<file path="src/rtl/mc_dp_pkg.sv">
package mc_dp_pkg;
  // Instruction and data word width; the instruction field layout assumes 32.
  localparam int XLEN = 32;

  typedef enum logic [1:0] {
    AOP_ADD   = 2'b00,
    AOP_SUB   = 2'b01,
    AOP_FUNCT = 2'b10,
    AOP_RSVD  = 2'b11
  } alu_class_e;

  typedef enum logic [2:0] {
    FN_ADD = 3'd0,
    FN_SUB = 3'd1,
    FN_AND = 3'd2,
    FN_OR  = 3'd3,
    FN_SLT = 3'd4
  } alu_fn_e;

  typedef enum logic [1:0] {
    BSRC_REG   = 2'b00,
    BSRC_FOUR  = 2'b01,
    BSRC_IMM   = 2'b10,
    BSRC_IMMX4 = 2'b11
  } bsrc_e;

  typedef enum logic [1:0] {
    PSRC_ALU  = 2'b00,
    PSRC_HOLD = 2'b01,
    PSRC_JUMP = 2'b10,
    PSRC_ALT  = 2'b11
  } pcsrc_e;

  localparam logic [5:0] FC_ADD = 6'b100000;
  localparam logic [5:0] FC_SUB = 6'b100010;
  localparam logic [5:0] FC_AND = 6'b100100;
  localparam logic [5:0] FC_OR  = 6'b100101;
  localparam logic [5:0] FC_SLT = 6'b101010;
endpackage

</file>
<file path="src/rtl/mc_dp_alu_ctl.sv">
module mc_dp_alu_ctl
  import mc_dp_pkg::*;
(
  input  logic [1:0] op_class,
  input  logic [5:0] funct,
  output alu_fn_e    fn
);
  alu_fn_e fn_from_funct;

  // Function-code decode, used only for the register-register class.
  always_comb begin
    case (funct)
      FC_ADD:  fn_from_funct = FN_ADD;
      FC_SUB:  fn_from_funct = FN_SUB;
      FC_AND:  fn_from_funct = FN_AND;
      FC_OR:   fn_from_funct = FN_OR;
      FC_SLT:  fn_from_funct = FN_SLT;
      default: fn_from_funct = FN_ADD;
    endcase
  end

  always_comb begin
    case (alu_class_e'(op_class))
      AOP_ADD:   fn = FN_ADD;
      AOP_SUB:   fn = FN_SUB;
      AOP_FUNCT: fn = fn_from_funct;
      default:   fn = FN_ADD;
    endcase
  end
endmodule

</file>
<file path="src/rtl/mc_dp_alu.sv">
module mc_dp_alu
  import mc_dp_pkg::*;
#(
  parameter int W = 32
) (
  input  logic [W-1:0] opa,
  input  logic [W-1:0] opb,
  input  alu_fn_e      fn,
  output logic [W-1:0] res,
  output logic         is_zero
);
  logic [W-1:0] sum;
  logic [W-1:0] diff;
  logic         lt_signed;

  assign sum       = opa + opb;
  assign diff      = opa - opb;
  assign lt_signed = $signed(opa) < $signed(opb);

  always_comb begin
    case (fn)
      FN_ADD:  res = sum;
      FN_SUB:  res = diff;
      FN_AND:  res = opa & opb;
      FN_OR:   res = opa | opb;
      FN_SLT:  res = {{(W-1){1'b0}}, lt_signed};
      default: res = sum;
    endcase
  end

  assign is_zero = (res == '0);
endmodule

</file>
<file path="src/rtl/mc_dp_regfile.sv">
module mc_dp_regfile #(
  parameter int W       = 32,
  parameter int REG_CNT = 32,
  localparam int AW     = $clog2(REG_CNT)
) (
  input  logic          clk,
  input  logic          rst_n,
  input  logic [AW-1:0] rd_a_idx,
  input  logic [AW-1:0] rd_b_idx,
  output logic [W-1:0]  rd_a,
  output logic [W-1:0]  rd_b,
  input  logic          wr_en,
  input  logic [AW-1:0] wr_idx,
  input  logic [W-1:0]  wr_data
);
  logic [REG_CNT*W-1:0] flat;

  for (genvar gi = 0; gi < REG_CNT; gi++) begin : g_ent
    if (gi == 0) begin : g_zero
      // Entry 0 is a constant zero; writes to it are dropped.
      assign flat[gi*W +: W] = '0;
    end else begin : g_store
      logic [W-1:0] q;
      always_ff @(posedge clk or negedge rst_n) begin
        if (!rst_n)
          q <= '0;
        else if (wr_en && (wr_idx == AW'(gi)))
          q <= wr_data;
      end
      assign flat[gi*W +: W] = q;
    end
  end

  assign rd_a = flat[int'(rd_a_idx)*W +: W];
  assign rd_b = flat[int'(rd_b_idx)*W +: W];
endmodule

</file>
<file path="src/rtl/mc_dp_top.sv">
module mc_dp_top
  import mc_dp_pkg::*;
#(
  parameter int REG_CNT = 32
) (
  input  logic        clk,
  input  logic        rst_n,
  input  logic        ctl_pc_wr,
  input  logic        ctl_pc_wr_cond,
  input  logic        ctl_addr_sel,
  input  logic        ctl_mem_rd,
  input  logic        ctl_mem_wr,
  input  logic        ctl_wb_sel,
  input  logic        ctl_ir_wr,
  input  logic [1:0]  ctl_pc_sel,
  input  logic [1:0]  ctl_alu_op,
  input  logic        ctl_a_sel,
  input  logic [1:0]  ctl_b_sel,
  input  logic        ctl_rf_wr,
  input  logic        ctl_dst_sel,
  output logic [5:0]  op_code,
  output logic        alu_zero,
  output logic [31:0] mem_addr,
  output logic [31:0] mem_wdata,
  input  logic [31:0] mem_rdata,
  output logic        mem_re,
  output logic        mem_we
);
  localparam int W      = XLEN;
  localparam int REG_AW = $clog2(REG_CNT);

  // Architectural and holding state.
  logic [W-1:0] pc_q;
  logic [W-1:0] ir_q;
  logic [W-1:0] mdr_q;
  logic [W-1:0] a_q;
  logic [W-1:0] b_q;
  logic [W-1:0] alu_out_q;

  // Register file read data and write port.
  logic [W-1:0]      rf_rd_a;
  logic [W-1:0]      rf_rd_b;
  logic [REG_AW-1:0] rf_wr_idx;
  logic [W-1:0]      rf_wr_data;

  // ALU operands, function and result.
  logic [W-1:0] imm_sx;
  logic [W-1:0] imm_sx_x4;
  logic [W-1:0] alu_a;
  logic [W-1:0] alu_b;
  logic [W-1:0] alu_y;
  alu_fn_e      alu_fn;

  // Next-PC selection.
  logic [W-1:0] jump_tgt;
  logic [W-1:0] pc_nxt;
  logic         pc_en;

  // Instruction field extraction.
  assign op_code   = ir_q[31:26];
  assign imm_sx    = {{(W-16){ir_q[15]}}, ir_q[15:0]};
  assign imm_sx_x4 = {imm_sx[W-3:0], 2'b00};
  assign jump_tgt  = {pc_q[W-1:W-4], ir_q[25:0], 2'b00};

  // Shared memory port: one address for fetch and data access.
  assign mem_addr  = ctl_addr_sel ? alu_out_q : pc_q;
  assign mem_wdata = b_q;
  assign mem_re    = ctl_mem_rd;
  assign mem_we    = ctl_mem_wr;

  // Register file.
  assign rf_wr_idx  = ctl_dst_sel ? ir_q[11 +: REG_AW] : ir_q[16 +: REG_AW];
  assign rf_wr_data = ctl_wb_sel ? mdr_q : alu_out_q;

  mc_dp_regfile #(
    .W       (W),
    .REG_CNT (REG_CNT)
  ) u_rf (
    .clk      (clk),
    .rst_n    (rst_n),
    .rd_a_idx (ir_q[21 +: REG_AW]),
    .rd_b_idx (ir_q[16 +: REG_AW]),
    .rd_a     (rf_rd_a),
    .rd_b     (rf_rd_b),
    .wr_en    (ctl_rf_wr),
    .wr_idx   (rf_wr_idx),
    .wr_data  (rf_wr_data)
  );

  // ALU operand selection.
  assign alu_a = ctl_a_sel ? a_q : pc_q;

  always_comb begin
    case (bsrc_e'(ctl_b_sel))
      BSRC_REG:   alu_b = b_q;
      BSRC_FOUR:  alu_b = W'(4);
      BSRC_IMM:   alu_b = imm_sx;
      default:    alu_b = imm_sx_x4;
    endcase
  end

  mc_dp_alu_ctl u_actl (
    .op_class (ctl_alu_op),
    .funct    (ir_q[5:0]),
    .fn       (alu_fn)
  );

  mc_dp_alu #(
    .W (W)
  ) u_alu (
    .opa     (alu_a),
    .opb     (alu_b),
    .fn      (alu_fn),
    .res     (alu_y),
    .is_zero (alu_zero)
  );

  // PC update: unconditional or zero-qualified.
  always_comb begin
    case (pcsrc_e'(ctl_pc_sel))
      PSRC_HOLD: pc_nxt = alu_out_q;
      PSRC_JUMP: pc_nxt = jump_tgt;
      default:   pc_nxt = alu_y;
    endcase
  end

  assign pc_en = ctl_pc_wr | (ctl_pc_wr_cond & alu_zero);

  always_ff @(posedge clk or negedge rst_n) begin
    if (!rst_n)
      pc_q <= '0;
    else if (pc_en)
      pc_q <= pc_nxt;
  end

  always_ff @(posedge clk or negedge rst_n) begin
    if (!rst_n)
      ir_q <= '0;
    else if (ctl_ir_wr)
      ir_q <= mem_rdata;
  end

  // Holding registers refresh on every clock.
  always_ff @(posedge clk or negedge rst_n) begin
    if (!rst_n) begin
      mdr_q     <= '0;
      a_q       <= '0;
      b_q       <= '0;
      alu_out_q <= '0;
    end else begin
      mdr_q     <= mem_rdata;
      a_q       <= rf_rd_a;
      b_q       <= rf_rd_b;
      alu_out_q <= alu_y;
    end
  end
endmodule

</file>
<file path="config.mk">
export PLATFORM = sky130hd
export DESIGN_NAME = mc_dp_top
export DESIGN_NICKNAME = d
export VERILOG_FILES = /design/src/rtl/mc_dp_pkg.sv /design/src/rtl/mc_dp_alu_ctl.sv /design/src/rtl/mc_dp_alu.sv /design/src/rtl/mc_dp_regfile.sv /design/src/rtl/mc_dp_top.sv
export SDC_FILE = /design/constraint.sdc
export NUM_CORES = 2
export LEC_CHECK = 0
export BUFFER_PORTS_ARGS = -buffer_cell sky130_fd_sc_hd__buf_2
export CAP_MARGIN = 10
export CELL_PAD_IN_SITES_DETAIL_PLACEMENT = 0
export CELL_PAD_IN_SITES_GLOBAL_PLACEMENT = 1
export CORE_MARGIN = 2
export CORE_UTILIZATION = 40
export CTS_BUF_LIST = sky130_fd_sc_hd__clkbuf_4 sky130_fd_sc_hd__clkbuf_8 sky130_fd_sc_hd__clkbuf_16
export CTS_CLUSTER_DIAMETER = 60
export CTS_CLUSTER_SIZE = 25
export DETAILED_ROUTE_END_ITERATION = 10
export PLACE_DENSITY = 0.65
export SETUP_SLACK_MARGIN = 0.3
export SYNTH_ARGS = -nofsm -noshare
export SYNTH_HDL_FRONTEND = slang
export SYNTH_SLANG_ARGS = --single-unit
</file>
<file path="constraint.sdc">
create_clock -name clk -period 7.9 [get_ports clk]
set_input_delay 1.58 -clock clk [delete_from_list [all_inputs] [get_ports clk]]
set_output_delay 1.58 -clock clk [all_outputs]
set_load 0.01 [all_outputs]
</file>
======== After elaboration in Yosys (flattened, before gate mapping) ========
Cells that the tools add are included.
word-level totals
  bits in writable memories ............... 0
  output and inout bits ................... 73
  memories kept ........................... 0
  register bits after elaboration ......... 1,184
  bits in latches ......................... 0
  input port bits ......................... 50
  logic and storage cells ................. 136
  memory bits (read-only) ................. 0
operators by class
  div/mod/pow operators ................... 0
  $mul .................................... 0
  shifts and indexed selects .............. 2
  equal/unequal tests ..................... 45
  reductions and logical operators ........ 34
  bitwise operators ....................... 5
  magnitude comparators ................... 1
  add/subtract/negate cells ............... 2
  mux-type cells .......................... 9
operator list
  cell                 count
  $shiftx 1024x11->32  2
  $pmux 32 s4          1
  $mux 32              3
  $pmux 32 s3          1
  $eq 5x5->1 const B   16
  $pmux 32 s2          1
  $eq 5x4->1 const B   8
  $add 32x32->32       1
  $and 32x32->32       1
  $logic_not 32->1     1
  $lt 32x32->1         1
  $or 32x32->32        1
  $sub 32x32->32       1
  $logic_and 1x1->1    31
  $eq 6x6->1 const B   4
  $eq 5x3->1 const B   4
  $pmux 3 s4           1
  $eq 5x2->1 const B   2
  $eq 2x1->1 const B   3
  $eq 2x2->1 const B   3
  $eq 3x2->1 const B   2
  $pmux 3 s2           1
  $eq 5x1->1 const B   1
  $mux 5               1
  other kinds (7)      7

======== Logic depth before layout (Yosys ltp) ========
  word-level depth ........................ 9
  gate-level depth with buffers ........... 20
  mapped depth without buffers ............ 17

======== Cells and area by module ========
From an unflattened synthesis, not the netlist that was laid out.
unflattened totals
  cell total of the unflattened synthesis .. 4,852
  area total of the unflattened synthesis .. 66,575.1 um^2
by module, submodules not included
  module         cells each  area each (um^2)  sequential area each (um^2)  times used
  mc_dp_regfile  3,416       52,835.7          24,823.8                     1
  mc_dp_top      574         8,091.5           4,804.6                      1
  mc_dp_alu      848         5,527.8           0.0                          1
  mc_dp_alu_ctl  14          120.1             0.0                          1

======== Worst setup path before layout ========
OpenSTA, ideal clock, no wires.
  path type ............................... input port to output port
  start point ............................. input ctl_b_sel[1]
  end point ............................... output alu_zero
  stages on the path ...................... 18
  required time ........................... 6.320 ns
  path buffers ............................ 4
  arrival ................................. 5.810 ns
  setup slack ............................. 0.510 ns
  path through ............................ clkbuf_1 -> buf_1 -> clkbuf_1 -> nand3_1 -> o21ai_0 -> ha_1 -> buf_6 -> a21oi_1 -> o211ai_1 -> a221oi_2 -> o211ai_2 -> a311oi_2 -> o221ai_1 -> and3_1 -> o32ai_1 -> nand2_1 -> or4_1 -> nor4_1
between the ends
  word-level cells in the longest chain between the ends .. 5
  elaborated cells on any way between the ends .. 11
  those cells by class .................... add/sub (2); order compare (1); eq/ne (2); mux (2); bitwise (2); reduce/logical (2)
ends and longest elaborated chain
  element                                 RTL line         text
  start: declaration                      mc_dp_top.sv:18  input logic [1:0] ctl_b_sel,
  $eq 2x2->1 (tied with other cells)      mc_dp_top.sv:94  case (bsrc_e'(ctl_b_sel))
  $pmux 32 s3 *                           mc_dp_top.sv:94
  $add 32x32->32 (tied with other cells)  mc_dp_alu.sv:16  assign sum = opa + opb;
  $pmux 32 s4 *                           mc_dp_alu.sv:21  case (fn)
  net alu_y[31]                           mc_dp_top.sv:51  logic [W-1:0] alu_y;
  $logic_not 32->1 *                      mc_dp_alu.sv:31  assign is_zero = (res == '0);
  end: declaration                        mc_dp_top.sv:22  output logic alu_zero,
The timed path passes the listed nets; every way through them passes the cells marked *.

======== Worst setup path in the final report ========
  start point ............................. input ctl_a_sel
  end point ............................... output alu_zero
between the ends
  word-level cells in the longest chain between the ends .. 4
  elaborated cells on any way between the ends .. 8
  those cells by class .................... add/sub (2); order compare (1); mux (2); bitwise (2); reduce/logical (1)
ends and longest elaborated chain
  element                                 RTL line         text
  start: declaration                      mc_dp_top.sv:17  input logic ctl_a_sel,
  $mux 32 *                               mc_dp_top.sv:91  assign alu_a = ctl_a_sel ? a_q : pc_q;
  $add 32x32->32 (tied with other cells)  mc_dp_alu.sv:16
  $pmux 32 s4 *                           mc_dp_alu.sv:21
  net alu_y[18]                           mc_dp_top.sv:51
  $logic_not 32->1 *                      mc_dp_alu.sv:31
Marks and branches as above.

==> summary.log <==
[logic_synthesis] Synth Cell Area 63,900 sq um
[floorplan] placeable core region 159,000 sq um
[pwr] total power consumption of the routed design 28.8 mW
[sta] number of hold-slack violations in the final timing report 0
[flow_run] max-cap violations 0
[global_route] number of global-route vias before repair 46,366
[worst_setup_path] Crit Path Max Fanout 22
[global_route] first-pass GRT wire length 330 mm
[global_route] number of antenna violations at the first check in global routing 18
[logic_synthesis] sequential area share after synthesis 46.4%
[drt] average via count per standard cell 6.10
[clock_tree] clock network latency to the later pin of the worst-skew pair 770 ps
[clock_tree] Num CTS Buffers 111
[final_layout] number of cells in the finished layout apart from fillers 7,681
[status] outcome completed
[logic_synthesis] FF+latch count, synth 1,184
[drt] DRC violation count after routing 0
[sta] worst hold slack 497 ps
[floorplan] die outline width 404 microns
[logic_synthesis] Yosys top cell area share 46.4%
[logic_synthesis] post-synthesis cell count 5,661
[pwr] maximum ir drop on the vdd rail 0.000205 V
[worst_setup_path] delay of the slowest critical-path stage 580 ps
[floorplan] count of standard-cell rows 146
[sta] setup repair after global routing missed its margin false
[global_route] overall overflow remaining after global route 0
[global_route] maximum number of pins on one net before global-route repair 176
[logic_synthesis] average cell area after synthesis 11.3 sq um
[final_layout] Final nets 5,662
[place] Cells after DPL 7,467
[clock_tree] CTS tree yes
[logic_synthesis] proportion of register bits with asynchronous set or reset after synthesis 100%
[drt] number of search-and-repair iterations in the first detailed-routing pass 6
[logic_synthesis] yosys warns 0
[floorplan] initial core utilization 40.3%
[worst_setup_path] type of the worst setup path input port to primary output
[clock_tree] Sinks on Clock Net 1,184
[floorplan] vertical die dimension 404 microns
[drt] vias 46,870
[sta] max-slew violations 0
[logic_synthesis] biggest area contributors in the synthesized netlist sky130_fd_sc_hd__dfrtp_1, sky130_fd_sc_hd__mux4_2, sky130_fd_sc_hd__a21oi_1
[clock_tree] clock-pin transition on the worst setup and hold timing paths 70 ps
[sta] Tcrit/Tclk final 95.5%
[sta] normalized max-slew margin 14.2%
[place] count of input and output buffers 118
[sta] clk_skew 59.4 ps
[worst_setup_path] Worst EP required 6320 ps
[sta] Finish-stage setup viols 0
[worst_setup_path] Startpoint Class input port
[worst_setup_path] Cell Chain, Critical Path buf_2 > buf_12 > mux2_2 > ha_1 > nor4_1 > a21boi_1 > nor3_2 > o211ai_1 > mux2_2 > a211o_1 > nor4_4 > nand4_1 > nor4_2 > buf_2
[floorplan] I/O pin count 123
[final_layout] share of cells above drive strength 1 26.2%
[sta] f_max 0.133 GHz
[clock_tree] H-Tree Level Count 3
[worst_setup_path] arrival time of the worst setup path 5960 ps
[drt] count of nets left with antenna violations after detail routing 0
[drt] number of DRC markers after the initial detailed-route iteration 4,942
[worst_hold_path] type of the worst min-delay path register to register
[drt] drt wl/cell 29.4 microns
[logic_synthesis] Net Count, Synth 5,813
[pwr] Cell Pwr Density 404 nW/um^2
[logic_synthesis] number of flops mapped to enable cells by yosys 0
[drt] overall routed net length 226 mm
[place] GPL Wtd Cong 0.980
[clock_tree] cell at the root of the clock tree sky130_fd_sc_hd__clkbuf_16
[logic_synthesis] most area-hungry cell type in the Yosys netlist sky130_fd_sc_hd__dfrtp_1
[logic_synthesis] number of distinct library cell variants in the gate-level netlist after synthesis 95
[worst_setup_path] cell with the largest stage delay on the worst path sky130_fd_sc_hd__nor4_1
[place] post-DP HPWL 137 mm
[final_layout] synthesis-to-layout area growth 11.5%
[clock_tree] worst-case clock buffer depth 3
[worst_setup_path] crit path capture type primary output
[floorplan] die area 163,000 sq um
[sta] min Tclk post-route 7540 ps
[logic_synthesis] primary flip-flop cell chosen by synthesis mapping sky130_fd_sc_hd__dfrtp_1
[sta] actual slew at the worst max-slew pin 1260 ps
[pwr] total leakage power 29.2 nW
[global_route] total global-route track usage 27.8%
-- per-layer routing --
metal  vias up  part of all wire (%)  wire, microns  track usage (%)
met5         -                0.0058             13                0
met4         2                   2.8           6390             8.25
met3       316                   7.4          16700             4.36
met2      1811                    47         105000             43.9
met1     24366                    43          97400             39.5
li1      20375                     -              -                -
-- worst paths after layout --
path | endpoint | cells after the start | slack, ps | startpoint
max reg2reg | pc_q[13] | 17 | 1990 | ir_q[15]
min | u_rf.g_ent[31].g_store.q[23] | 2 | 500 | u_rf.g_ent[31].g_store.q[23]
min in group asynchronous | u_rf.g_ent[28].g_store.q[11] | 1 | 850 | rst_n
max | alu_zero | 14 | 360 | ctl_a_sel
min reg2reg | u_rf.g_ent[31].g_store.q[23] | 2 | 500 | u_rf.g_ent[31].g_store.q[23]
max in group asynchronous | ir_q[23] | 2 | 5400 | rst_n
-- kinds of logic (layout without fill, tap and decap cells) --
family	count (synthesis)	count (layout)	synth area share, %
simple gates	1357	1357	8.70
compound gates	1480	1480	13.2
flops	1184	1184	46.4
fa+ha+maj	102	102	2.02
other cells	0	2	0
mux	882	882	25.6
xor+xnor	5	5	0.0685
buf+inv	651	597	4.00
-- where the power goes --
part / internal (mW) / switching [mW]
Clock: 3.32 / 2.73
Sequential: 8.92 / 2.41
Combinational: 5.75 / 5.64
Total: 18.0 / 10.8
-- per-stage QoR --
step	worst slack [ps]	cell area (sq um)	utilization (%)	TNS (ps)
after floorplan	510	63900	-	0
after global placement	-388	66900	42.2	-388
after detailed placement	130	66900	42.2	0
after CTS	301	71100	44.8	0
after global routing	290	71200	44.9	0
final	359	71200	44.9	0
-- placed cells by master (no fill, tap or decap), drive strengths merged, types with 16 or more instances in the layout --
cell type	n
a21o	34
a21oi	1066
a221oi	19
a22o	67
a22oi	28
a31oi	16
buf	283
clkbuf	132
clkinv	27
dfrtp	1184
ha	100
inv	132
mux2	253
mux2i	53
mux4	576
nand2	115
nand3	35
nor2	1074
nor2b	17
nor3	19
o211ai	18
o21ai	119
-- synthesized netlist by cell type, types with 11 or more instances --
master,count
sky130_fd_sc_hd__nand3_1,35
sky130_fd_sc_hd__a21oi_1,1064
sky130_fd_sc_hd__a22o_1,67
sky130_fd_sc_hd__o221a_2,11
sky130_fd_sc_hd__a21o_1,34
sky130_fd_sc_hd__a211oi_1,13
sky130_fd_sc_hd__a31oi_1,15
sky130_fd_sc_hd__a22oi_1,28
sky130_fd_sc_hd__o31ai_1,14
sky130_fd_sc_hd__buf_1,73
sky130_fd_sc_hd__nand2_1,114
sky130_fd_sc_hd__nor2_1,1074
sky130_fd_sc_hd__buf_2,23
sky130_fd_sc_hd__mux2i_1,53
sky130_fd_sc_hd__dfrtp_1,1184
sky130_fd_sc_hd__ha_1,100
sky130_fd_sc_hd__mux2_2,243
sky130_fd_sc_hd__o21ai_0,116
sky130_fd_sc_hd__buf_4,13
sky130_fd_sc_hd__nor3_1,18
sky130_fd_sc_hd__nor2b_1,17
sky130_fd_sc_hd__nand4_1,13
sky130_fd_sc_hd__inv_1,103
sky130_fd_sc_hd__clkbuf_1,433
sky130_fd_sc_hd__nor4_1,12
sky130_fd_sc_hd__mux4_2,576
sky130_fd_sc_hd__a221oi_1,16
sky130_fd_sc_hd__o211ai_1,15
-- worst max-delay path: cells and delay by family --
| family | cells | cell delay, ps |
|---|---|---|
| compound gates | 3 | 1030 |
| fa+ha+maj | 1 | 380 |
| buf+inv | 3 | 500 |
| mux | 2 | 750 |
| simple gates | 5 | 1680 |
-- state kept, by name (all words and copies together) (netlist names) --
signal,cells
mdr_q,32
mem_wdata,32
pc_q,32
ir_q,32
u_rf.g_ent.g_store.q,992
alu_out_q,32
a_q,32
-- repair_timing --
action                                 in CTS  in global routing
setup endpoints to repair                   1                  1
pin swaps                                   1                  6
hold buffers                                0                  0
buffers inserted                            0                  2
endpoints found under the hold margin       0                  0
gates resized for setup                     6                 29
-- final cells by class --
| class | instances | area (sq um) |
|---|---|---|
| flip-flops and latches | 1184 | 29700 |
| inverters | 104 | 390 |
| repair buffers | 283 | 2070 |
| fillers | 14685 | 87300 |
| diodes | 2 | 5.00 |
| clock inverters | 78 | 1080 |
| multi-input cells | 3826 | 32400 |
| well taps | 2072 | 2590 |
| clock buffers | 132 | 3050 |
Power figures use the tool's default switching activity.
